[config.mk]
export PLATFORM = sky130hd
export DESIGN_NAME = acl_out_framer
export DESIGN_NICKNAME = d
export VERILOG_FILES = /design/src/rtl/acl_pkg.sv /design/src/rtl/acl_frame_timer.sv /design/src/rtl/acl_field_latch.sv /design/src/rtl/acl_slot_mux.sv /design/src/rtl/acl_out_framer.sv
export SDC_FILE = /design/constraint.sdc
export NUM_CORES = 1
export LEC_CHECK = 0
export BUFFER_PORTS_ARGS = -buffer_cell sky130_fd_sc_hd__buf_4
export CELL_PAD_IN_SITES_DETAIL_PLACEMENT = 2
export CELL_PAD_IN_SITES_GLOBAL_PLACEMENT = 2
export CORE_ASPECT_RATIO = 0.7
export CORE_MARGIN = 5
export CORE_UTILIZATION = 34
export DETAILED_ROUTE_END_ITERATION = 10
export GPL_TIMING_DRIVEN = 0
export PLACE_DENSITY_LB_ADDON = 0.1
export SKIP_CTS_REPAIR_TIMING = 1
export SLEW_MARGIN = 0
export SYNTH_ARGS = -nofsm -noshare
export SYNTH_HDL_FRONTEND = slang
export SYNTH_HIERARCHICAL = 1
export SYNTH_SLANG_ARGS = --single-unit
[constraint.sdc]
create_clock -name clk -period 2.4 [get_ports clk]
set_input_delay 0.36 -clock clk [delete_from_list [all_inputs] [get_ports clk]]
set_output_delay 0.36 -clock clk [all_outputs]
set_load 0.1 [all_outputs]
[src/rtl/acl_pkg.sv]
package acl_pkg;

    localparam int ACL_ADDR_W = 7;
    localparam int ACL_DATA_W = 16;
    localparam int ACL_SLOT_W = 20;
    localparam int ACL_TAG_W  = 16;
    localparam int ACL_NSLOTS = 12;
    localparam int ACL_KEEP_W = 18;

    // Fields captured at a frame boundary and held for the whole next frame.
    typedef struct packed {
        logic                  cmd_vld;
        logic                  cmd_rd;
        logic [ACL_ADDR_W-1:0] cmd_addr;
        logic [ACL_DATA_W-1:0] cmd_wdata;
        logic                  l_vld;
        logic [ACL_SLOT_W-1:0] l_data;
        logic                  r_vld;
        logic [ACL_SLOT_W-1:0] r_data;
    } shadow_t;

endpackage

[src/rtl/acl_frame_timer.sv]
module acl_frame_timer #(
    parameter int TAG_W     = acl_pkg::ACL_TAG_W,
    parameter int SLOT_W    = acl_pkg::ACL_SLOT_W,
    parameter int NUM_SLOTS = acl_pkg::ACL_NSLOTS,
    localparam int SIDX_W   = $clog2(NUM_SLOTS + 1),
    localparam int BIT_W    = $clog2(SLOT_W)
) (
    input  logic              clk,
    input  logic              rst_n,
    output logic [SIDX_W-1:0] slot_idx,
    output logic [BIT_W-1:0]  bit_idx,
    output logic              frame_end
);

    localparam logic [SIDX_W-1:0] LAST_SLOT = SIDX_W'(NUM_SLOTS);
    localparam logic [BIT_W-1:0]  TAG_TOP   = BIT_W'(TAG_W - 1);
    localparam logic [BIT_W-1:0]  SLOT_TOP  = BIT_W'(SLOT_W - 1);

    typedef struct packed {
        logic [SIDX_W-1:0] slot;
        logic [BIT_W-1:0]  bitn;
    } tmr_t;

    tmr_t tmr_d, tmr_q;

    always_comb begin
        tmr_d = tmr_q;
        if (tmr_q.bitn == '0) begin
            if (tmr_q.slot == LAST_SLOT) begin
                tmr_d.slot = '0;
                tmr_d.bitn = TAG_TOP;
            end else begin
                tmr_d.slot = tmr_q.slot + 1'b1;
                tmr_d.bitn = SLOT_TOP;
            end
        end else begin
            tmr_d.bitn = tmr_q.bitn - 1'b1;
        end
    end

    always_ff @(posedge clk or negedge rst_n) begin
        if (!rst_n) begin
            tmr_q.slot <= '0;
            tmr_q.bitn <= TAG_TOP;
        end else begin
            tmr_q <= tmr_d;
        end
    end

    assign slot_idx  = tmr_q.slot;
    assign bit_idx   = tmr_q.bitn;
    assign frame_end = (tmr_q.slot == LAST_SLOT) && (tmr_q.bitn == '0);

endmodule

[src/rtl/acl_field_latch.sv]
module acl_field_latch #(
    parameter int ADDR_W = acl_pkg::ACL_ADDR_W,
    parameter int DATA_W = acl_pkg::ACL_DATA_W,
    parameter int SLOT_W = acl_pkg::ACL_SLOT_W
) (
    input  logic                  clk,
    input  logic                  rst_n,
    input  logic                  load,
    input  logic                  cmd_valid,
    input  logic                  cmd_rd,
    input  logic [ADDR_W-1:0]     cmd_addr,
    input  logic [DATA_W-1:0]     cmd_wdata,
    input  logic                  l_valid,
    input  logic [SLOT_W-1:0]     l_data,
    input  logic                  r_valid,
    input  logic [SLOT_W-1:0]     r_data,
    output acl_pkg::shadow_t      shadow
);

    acl_pkg::shadow_t sh_d, sh_q;

    always_comb begin
        sh_d = sh_q;
        if (load) begin
            // Every field is refreshed each frame; absent sources go invalid.
            sh_d.cmd_vld   = cmd_valid;
            sh_d.cmd_rd    = cmd_valid & cmd_rd;
            sh_d.cmd_addr  = cmd_valid ? cmd_addr  : '0;
            sh_d.cmd_wdata = cmd_valid ? cmd_wdata : '0;
            sh_d.l_vld     = l_valid;
            sh_d.l_data    = l_valid ? l_data : '0;
            sh_d.r_vld     = r_valid;
            sh_d.r_data    = r_valid ? r_data : '0;
        end
    end

    always_ff @(posedge clk or negedge rst_n) begin
        if (!rst_n) begin
            sh_q <= '0;
        end else begin
            sh_q <= sh_d;
        end
    end

    assign shadow = sh_q;

endmodule

[src/rtl/acl_slot_mux.sv]
module acl_slot_mux #(
    parameter int TAG_W     = acl_pkg::ACL_TAG_W,
    parameter int SLOT_W    = acl_pkg::ACL_SLOT_W,
    parameter int NUM_SLOTS = acl_pkg::ACL_NSLOTS,
    parameter int ADDR_W    = acl_pkg::ACL_ADDR_W,
    parameter int DATA_W    = acl_pkg::ACL_DATA_W,
    parameter int KEEP_W    = acl_pkg::ACL_KEEP_W,
    localparam int SIDX_W   = $clog2(NUM_SLOTS + 1),
    localparam int BIT_W    = $clog2(SLOT_W),
    localparam int A_PAD    = SLOT_W - 1 - ADDR_W,
    localparam int D_PAD    = SLOT_W - DATA_W,
    localparam int P_PAD    = SLOT_W - KEEP_W
) (
    input  acl_pkg::shadow_t  shadow,
    input  logic [SIDX_W-1:0] slot_idx,
    input  logic [BIT_W-1:0]  bit_idx,
    output logic              bit_o
);

    logic [NUM_SLOTS:1]  flags;
    logic [TAG_W-1:0]    tag;
    logic [SLOT_W-1:0]   words [0:NUM_SLOTS];
    logic [SLOT_W-1:0]   cur_word;

    always_comb begin
        flags    = '0;
        flags[1] = shadow.cmd_vld;
        flags[2] = shadow.cmd_vld & ~shadow.cmd_rd;
        flags[3] = shadow.l_vld;
        flags[4] = shadow.r_vld;
    end

    always_comb begin
        tag            = '0;
        tag[TAG_W-1]   = |flags;
        for (int s = 1; s <= NUM_SLOTS; s++) begin
            tag[TAG_W-1-s] = flags[s];
        end
    end

    for (genvar s = 0; s <= NUM_SLOTS; s++) begin : g_slot
        if (s == 0) begin : g_tag
            assign words[s] = {{(SLOT_W-TAG_W){1'b0}}, tag};
        end else if (s == 1) begin : g_addr
            assign words[s] = flags[1]
                ? {shadow.cmd_rd, shadow.cmd_addr, {A_PAD{1'b0}}}
                : '0;
        end else if (s == 2) begin : g_wdata
            assign words[s] = flags[2]
                ? {shadow.cmd_wdata, {D_PAD{1'b0}}}
                : '0;
        end else if (s == 3) begin : g_left
            assign words[s] = flags[3]
                ? {shadow.l_data[SLOT_W-1 -: KEEP_W], {P_PAD{1'b0}}}
                : '0;
        end else if (s == 4) begin : g_right
            assign words[s] = flags[4]
                ? {shadow.r_data[SLOT_W-1 -: KEEP_W], {P_PAD{1'b0}}}
                : '0;
        end else begin : g_rsvd
            assign words[s] = '0;
        end
    end

    always_comb begin
        cur_word = '0;
        for (int s = 0; s <= NUM_SLOTS; s++) begin
            if (slot_idx == SIDX_W'(s)) cur_word = words[s];
        end
    end

    assign bit_o = cur_word[bit_idx];

endmodule

[src/rtl/acl_out_framer.sv]
module acl_out_framer #(
    parameter int TAG_W     = acl_pkg::ACL_TAG_W,
    parameter int SLOT_W    = acl_pkg::ACL_SLOT_W,
    parameter int NUM_SLOTS = acl_pkg::ACL_NSLOTS,
    parameter int ADDR_W    = acl_pkg::ACL_ADDR_W,
    parameter int DATA_W    = acl_pkg::ACL_DATA_W,
    parameter int KEEP_W    = acl_pkg::ACL_KEEP_W
) (
    input  logic              clk,
    input  logic              rst_n,
    input  logic              cmd_valid,
    output logic              cmd_ready,
    input  logic              cmd_rd,
    input  logic [ADDR_W-1:0] cmd_addr,
    input  logic [DATA_W-1:0] cmd_wdata,
    input  logic              pcm_l_valid,
    output logic              pcm_l_ready,
    input  logic [SLOT_W-1:0] pcm_l_data,
    input  logic              pcm_r_valid,
    output logic              pcm_r_ready,
    input  logic [SLOT_W-1:0] pcm_r_data,
    output logic              sync_o,
    output logic              sdata_o
);

    localparam int SIDX_W = $clog2(NUM_SLOTS + 1);
    localparam int BIT_W  = $clog2(SLOT_W);

    typedef struct packed {
        logic sync;
        logic sdata;
    } line_t;

    logic              frame_end;
    logic [SIDX_W-1:0] slot_idx;
    logic [BIT_W-1:0]  bit_idx;
    logic              mux_bit;
    acl_pkg::shadow_t  shadow;
    line_t             line_d, line_q;

    acl_frame_timer #(
        .TAG_W(TAG_W), .SLOT_W(SLOT_W), .NUM_SLOTS(NUM_SLOTS)
    ) u_timer (
        .clk(clk), .rst_n(rst_n),
        .slot_idx(slot_idx), .bit_idx(bit_idx), .frame_end(frame_end)
    );

    acl_field_latch #(
        .ADDR_W(ADDR_W), .DATA_W(DATA_W), .SLOT_W(SLOT_W)
    ) u_latch (
        .clk(clk), .rst_n(rst_n), .load(frame_end),
        .cmd_valid(cmd_valid), .cmd_rd(cmd_rd),
        .cmd_addr(cmd_addr), .cmd_wdata(cmd_wdata),
        .l_valid(pcm_l_valid), .l_data(pcm_l_data),
        .r_valid(pcm_r_valid), .r_data(pcm_r_data),
        .shadow(shadow)
    );

    acl_slot_mux #(
        .TAG_W(TAG_W), .SLOT_W(SLOT_W), .NUM_SLOTS(NUM_SLOTS),
        .ADDR_W(ADDR_W), .DATA_W(DATA_W), .KEEP_W(KEEP_W)
    ) u_mux (
        .shadow(shadow), .slot_idx(slot_idx), .bit_idx(bit_idx),
        .bit_o(mux_bit)
    );

    always_comb begin
        line_d.sync  = (slot_idx == '0);
        line_d.sdata = mux_bit;
    end

    always_ff @(posedge clk or negedge rst_n) begin
        if (!rst_n) begin
            line_q <= '0;
        end else begin
            line_q <= line_d;
        end
    end

    assign sync_o      = line_q.sync;
    assign sdata_o     = line_q.sdata;
    assign cmd_ready   = frame_end;
    assign pcm_l_ready = frame_end;
    assign pcm_r_ready = frame_end;

endmodule

==> results of run 1 <==
-- cell usage in the layout, fill, tap and decap left out, types with 10 or more instances in the layout --
| cell type | count |
|---|---|
| buf_6 | 11 |
| o21ai_0 | 59 |
| buf_4 | 79 |
| nand3_1 | 67 |
| dfrtp_1 | 66 |
| buf_2 | 10 |
| o21ai_1 | 10 |
| inv_1 | 64 |
-- power groups by stage --
| stage | combinational [uW] | clock [uW] | sequential [uW] |
|---|---|---|---|
| finish | 128 | 1350 | 1250 |
| global route | 141 | 1430 | 1250 |
| CTS | 131 | 1390 | 1250 |
| detailed placement | 131 | 0 | 1270 |
| global placement | 127 | 0 | 1270 |
| floorplan | 15.9 | 0 | 1270 |
-- worst max path at each step --
stage	start	endpoint	slack (ns)	cells after the start
3_5_place_dp	u_timer/slot_idx[3]	sdata_o	-0.15	7
2_1_floorplan	u_timer/bit_idx[0]	u_latch/shadow[20]	-0.06	7
6_report	u_timer/slot_idx[0]	sdata_o	0.06	8
5_1_grt	u_timer/bit_idx[0]	u_latch/shadow[51]	-0.02	7
3_3_place_gp	u_timer/bit_idx[0]	sdata_o	-0.09	7
4_1_cts	u_timer/bit_idx[0]	pcm_r_ready	-0.36	7
-- through the flow --
step                      util, %  TNS [ns]  instance area (sq um)  total power (uW)  hold WS (ns)
final                        45.2         0                   5270              2730         0.186
after global routing         45.2   -0.0467                   5270              2820         0.257
after CTS                    43.5     -1.29                   5070              2770         0.225
after detailed placement     41.0    -0.153                   4780              1400         0.513
after global placement       41.0   -0.0855                   4780              1400         0.491
after floorplan                 -    -0.669                   4070              1290        0.0644
-- flip-flops by register name (all words and copies together), names as in the netlist --
register and count:
sdata_o 1, u_timer/slot_idx 4, u_latch/shadow 63, u_timer/bit_idx 5, sync_o 1
-- critical path, stage by stage, from the launching register on --
cell,delay [ns]
dfrtp_2,0.44
buf_6,0.16
nor4b_4,0.37
buf_4,0.23
a31oi_1,0.08
a211oi_1,0.34
o211ai_1,0.14
a211oi_1,0.31
or3_4,0.20
-- per-layer routing --
metal / up-vias / part of all wire, % / GRT usage, %
met3: 18 / 4.1 / 4.88
met5: - / 0.091 / 0
met4: 2 / 1.2 / 4.84
met2: 85 / 46 / 32.2
li1: 1680 / - / -
met1: 1862 / 49 / 27.8
-- layout make-up --
| cell class | instances | area (sq um) |
|---|---|---|
| fillers | 1270 | 6380 |
| clock buffers | 9 | 225 |
| well taps | 157 | 196 |
| plain buffers | 35 | 280 |
| multi-input cells | 259 | 1770 |
| flip-flops and latches | 74 | 1860 |
| repair buffers | 78 | 614 |
| clock inverters | 6 | 67.6 |
| inverters | 66 | 248 |
==> flow_summary.json, run 1 <==
{
  "synth_nets": 507,
  "start_kind": "flop",
  "cts_root_buffer": "clkbuf_16",
  "hpwl_microns": 10200,
  "period_needed_ns": 2.34,
  "timing.fmax_ghz": 0.427,
  "fin_nets": 595,
  "leakagePower_uw": 0.00248,
  "crit_type": "flop to flop",
  "vias": 3647,
  "finalHoldViolCount": 0,
  "drc_errors": 0,
  "slew_headroom_pct": 34.0,
  "setup_viol": 0,
  "post-route-worst-setup-slack_ns": 0.0574,
  "r2r_setup_slack_ns": 0.06,
  "cts_tree": "done",
  "cts_sinks": 74,
  "pre_cts_ws_ns": -0.153,
  "ant_nets": 0,
  "critPathMaxFanout": 9,
  "firstDrtPassIters": 4,
  "num_rows": 33,
  "via_per_inst": 5.33,
  "worst_clock_skew_ns": 0.00643,
  "ff2ff_path_depth": 8,
  "p_seq_share_pct": 45.7,
  "io_buffers": 68,
  "power.internal_uw": 2120,
  "ir_drop_uv": 316,
  "first_iter_violations": 131,
  "final_cells": 684,
  "routedWlPerCell_microns": 20.8,
  "power.share.switching_pct": 22.3,
  "start_util_pct": 34.5,
  "regToRegEndpoint": "sdata_o",
  "period_share_pct": 97.6,
  "path_clk_slew_ns": 0.06,
  "grt_pass1_wl_microns": 22200,
  "clockBufferDepth": 2,
  "status": "finished clean",
  "power_switching_uw": 609,
  "syn_avg_cell_area_sq_um": 9.24,
  "antenna_found_initial": 1,
  "dieArea_sq_mm": 0.0141,
  "drt_wl_total_microns": 14300,
  "worstSetupEndpointType": "flop",
  "yosys_warnings": 6,
  "design.core.area_sq_mm": 0.0116,
  "die_h_microns": 101,
  "critPathArrivalTime_ns": 2.62,
  "grt_overflow": 0,
  "finalMaxSlewViolations": 0,
  "power.density_mw_per_mm2": 518,
  "die_w_microns": 140,
  "syn_area_sq_mm": 0.00402,
  "regToRegStartpoint": "u_timer/slot_idx[0]",
  "crit_required_ns": 2.68,
  "ios": 74,
  "grt_pass1_vias": 4026,
  "syn_inst": 435,
  "cts_buffers": 9,
  "antenna_cells": 0,
  "grtUsageTotal_pct": 20.2,
  "grt_max_degree": 75,
  "comb_power_share_pct": 4.7,
  "cap_violations": 0,
  "drive_above_1_share_pct": 31.7,
  "hold_class": "primary input to async pin",
  "tightest_slew_ns": 0.990,
  "area_delta_synth_final_pct": 31.0,
  "clk-insertion-delay-late_ns": 0.34,
  "clkPwrFrac_pct": 49.6,
  "routabilityCongestion": 0.853,
  "htreeDepth": 3,
  "place_inst": 660
}
Note: power is estimated with default switching activity, not from simulation.
==> run 2: changes to the inputs <==
--- a/config.mk
+++ b/config.mk
@@ -13,7 +13,7 @@
 export CORE_UTILIZATION = 34
 export DETAILED_ROUTE_END_ITERATION = 10
 export GPL_TIMING_DRIVEN = 0
-export PLACE_DENSITY_LB_ADDON = 0.1
+export PLACE_DENSITY = 0.9
 export SKIP_CTS_REPAIR_TIMING = 1
 export SLEW_MARGIN = 0
 export SYNTH_ARGS = -nofsm -noshare
==> run 2 against run 1 <==
The run now ends with setup timing left. Maximum frequency shrank 4.2%. Die area stayed put. Combinational power barely moved. Cell area up 0.26%. Clock skew about the same. Sequential power about the same. Via count grew 1.1%. Utilization grew 0.12 points. Count of clock-buffer cells in the layout is 1 higher. Worst setup slack got worse by 0.10 ns. Hold slack worse by 0.045 ns.
==> flow_summary.json, run 2 (synthesis results as in run 1) <==
{
  "status": "finished, violations left",
  "violations": "setup timing",
  "crit_required_ns": 2.68,
  "worst_clock_skew_ns": 0.00627,
  "drive_above_1_share_pct": 30.5,
  "slew_headroom_pct": 34.1,
  "largest_reg_flops": 63,
  "post-route-worst-setup-slack_ns": -0.0444,
  "die_w_microns": 140,
  "rsz0062_at_grt": "true",
  "period_needed_ns": 2.44,
  "ir_drop_uv": 363,
  "cp_slowest_stage_delay_ns": 0.47,
  "grt_pass1_vias": 4034,
  "leakagePower_uw": 0.00249,
  "firstDrtPassIters": 4,
  "comb_power_share_pct": 4.3,
  "final_common_cell": "buf_4",
  "cts_root_buffer": "clkbuf_16",
  "r2r_setup_slack_ns": -0.04,
  "critical_path.slowest_cell": "dfrtp_2",
  "tightest_slew_ns": 0.988,
  "cts_buffers": 9,
  "grt_pass1_wl_microns": 22800,
  "power.internal_uw": 2370,
  "placed_area_sq_mm": 0.00478,
  "vias": 3687,
  "ios": 74,
  "antenna_found_initial": 0,
  "fin_nets": 595,
  "p_seq_share_pct": 41.7,
  "path_cells": "buf_6 > nor3b_4 > and2_1 > buf_2 > a221o_1 > a41oi_1 > nor4_1 > or3_1",
  "regToRegStartpoint": "u_timer/slot_idx[3]",
  "power.density_mw_per_mm2": 567,
  "path_clk_slew_ns": 0.06,
  "critPathArrivalTime_ns": 2.72,
  "htreeDepth": 3,
  "start_kind": "flop",
  "clockBufferDepth": 2,
  "drt_wl_total_microns": 14800,
  "final_cell_mix": "77 x buf_4, 67 x dfrtp_1, 67 x nand3_1",
  "routabilityCongestion": 0.905,
  "setup_tns_ns": -0.0792,
  "grt_overflow": 0,
  "final_cells": 685,
  "regToRegEndpoint": "sdata_o",
  "hold_class": "primary input to async pin",
  "worstSetupEndpointType": "flop",
  "cts_tree": "done",
  "fin_area_sq_mm": 0.00528,
  "power.share.switching_pct": 20.9,
  "io_buffers": 68,
  "via_per_inst": 5.38,
  "cap_violations": 0,
  "finalHoldViolCount": 0,
  "place_inst": 660,
  "timing.fmax_ghz": 0.409,
  "finalMaxSlewViolations": 0,
  "grtUsageTotal_pct": 20.9,
  "start_util_pct": 34.5,
  "grt_max_degree": 75,
  "power_switching_uw": 627,
  "crit_type": "flop to flop",
  "design.core.area_sq_mm": 0.0116,
  "dieArea_sq_mm": 0.0141,
  "hpwl_microns": 10700,
  "num_rows": 33,
  "clkPwrFrac_pct": 54.0,
  "routedWlPerCell_microns": 21.6,
  "antenna_cells": 0,
  "ant_nets": 0,
  "ff2ff_path_depth": 8,
  "first_iter_violations": 178,
  "cts_sinks": 74,
  "area_delta_synth_final_pct": 31.4,
  "die_h_microns": 101,
  "drc_errors": 0,
  "period_share_pct": 102,
  "setup_viol": 3,
  "p_total_uw": 2990,
  "clk-insertion-delay-late_ns": 0.35,
  "critPathMaxFanout": 10
}
## run 2: cell count changes in the layout (fill, tap and decap cells not counted), sizes merged
| cell | previous run | this run |
|---|---|---|
| bufinv | 1 | 3 |
| clkbuf | 17 | 18 |
| clkinvlp | 2 | 0 |
## run 2: power groups by stage
stage / Clock [uW] / Combinational [uW] / Sequential [uW]
finish: 1610 / 129 / 1250
global route: 1700 / 143 / 1250
CTS: 1630 / 133 / 1250
detailed placement: 0 / 133 / 1270
global placement: 0 / 125 / 1270
floorplan: 0 / 15.9 / 1270
## run 2: critical path, delay by kind of cell (launching register included)
family / cells / cell delay [ns]
buffers and inverters: 2 / 0.39
AO/OA/AOI/OAI: 2 / 0.41
flip-flops: 1 / 0.47
AND/OR/NAND/NOR: 4 / 1.11
## run 2: worst max path at each step
stage	depth (start not counted)	slack [ns]	startpoint	endpoint
2_1_floorplan	7	-0.06	u_timer/bit_idx[0]	u_latch/shadow[20]
3_3_place_gp	7	-0.26	u_timer/bit_idx[0]	sdata_o
3_5_place_dp	7	-0.28	u_timer/bit_idx[0]	sdata_o
4_1_cts	7	-0.33	u_timer/bit_idx[0]	pcm_l_ready
5_1_grt	6	-0.08	u_timer/bit_idx[0]	pcm_l_ready
6_report	8	-0.04	u_timer/slot_idx[3]	sdata_o
## run 2: layout make-up
| cell class | instances | area (sq um) |
|---|---|---|
| inverters | 66 | 248 |
| plain buffers | 35 | 270 |
| repair buffers | 78 | 614 |
| multi-input cells | 259 | 1740 |
| clock inverters | 6 | 113 |
| clock buffers | 10 | 239 |
| fillers | 1265 | 6360 |
| well taps | 157 | 196 |
| flip-flops and latches | 74 | 1860 |
## run 2: per-layer routing
| layer | part of all wire [%] | GRT usage, % | routed length (microns) | vias up |
|---|---|---|---|---|
| met5 | 0 | 0 | 0 | - |
| met3 | 5.0 | 5.55 | 743 | 16 |
| met2 | 49 | 35.1 | 7240 | 102 |
| met4 | 0.97 | 4.47 | 143 | 0 |
| met1 | 45 | 27.4 | 6690 | 1887 |
| li1 | - | - | - | 1682 |
## run 2: through the flow
stage          util (%)  setup slack (ns)  hold WS, ns
3_5_place_dp       41.0            -0.284        0.508
4_1_cts            44.0            -0.334        0.214
2_1_floorplan         -           -0.0613       0.0644
6_report           45.3           -0.0444        0.140
5_1_grt            45.3           -0.0847        0.258
3_3_place_gp       41.0            -0.263        0.495
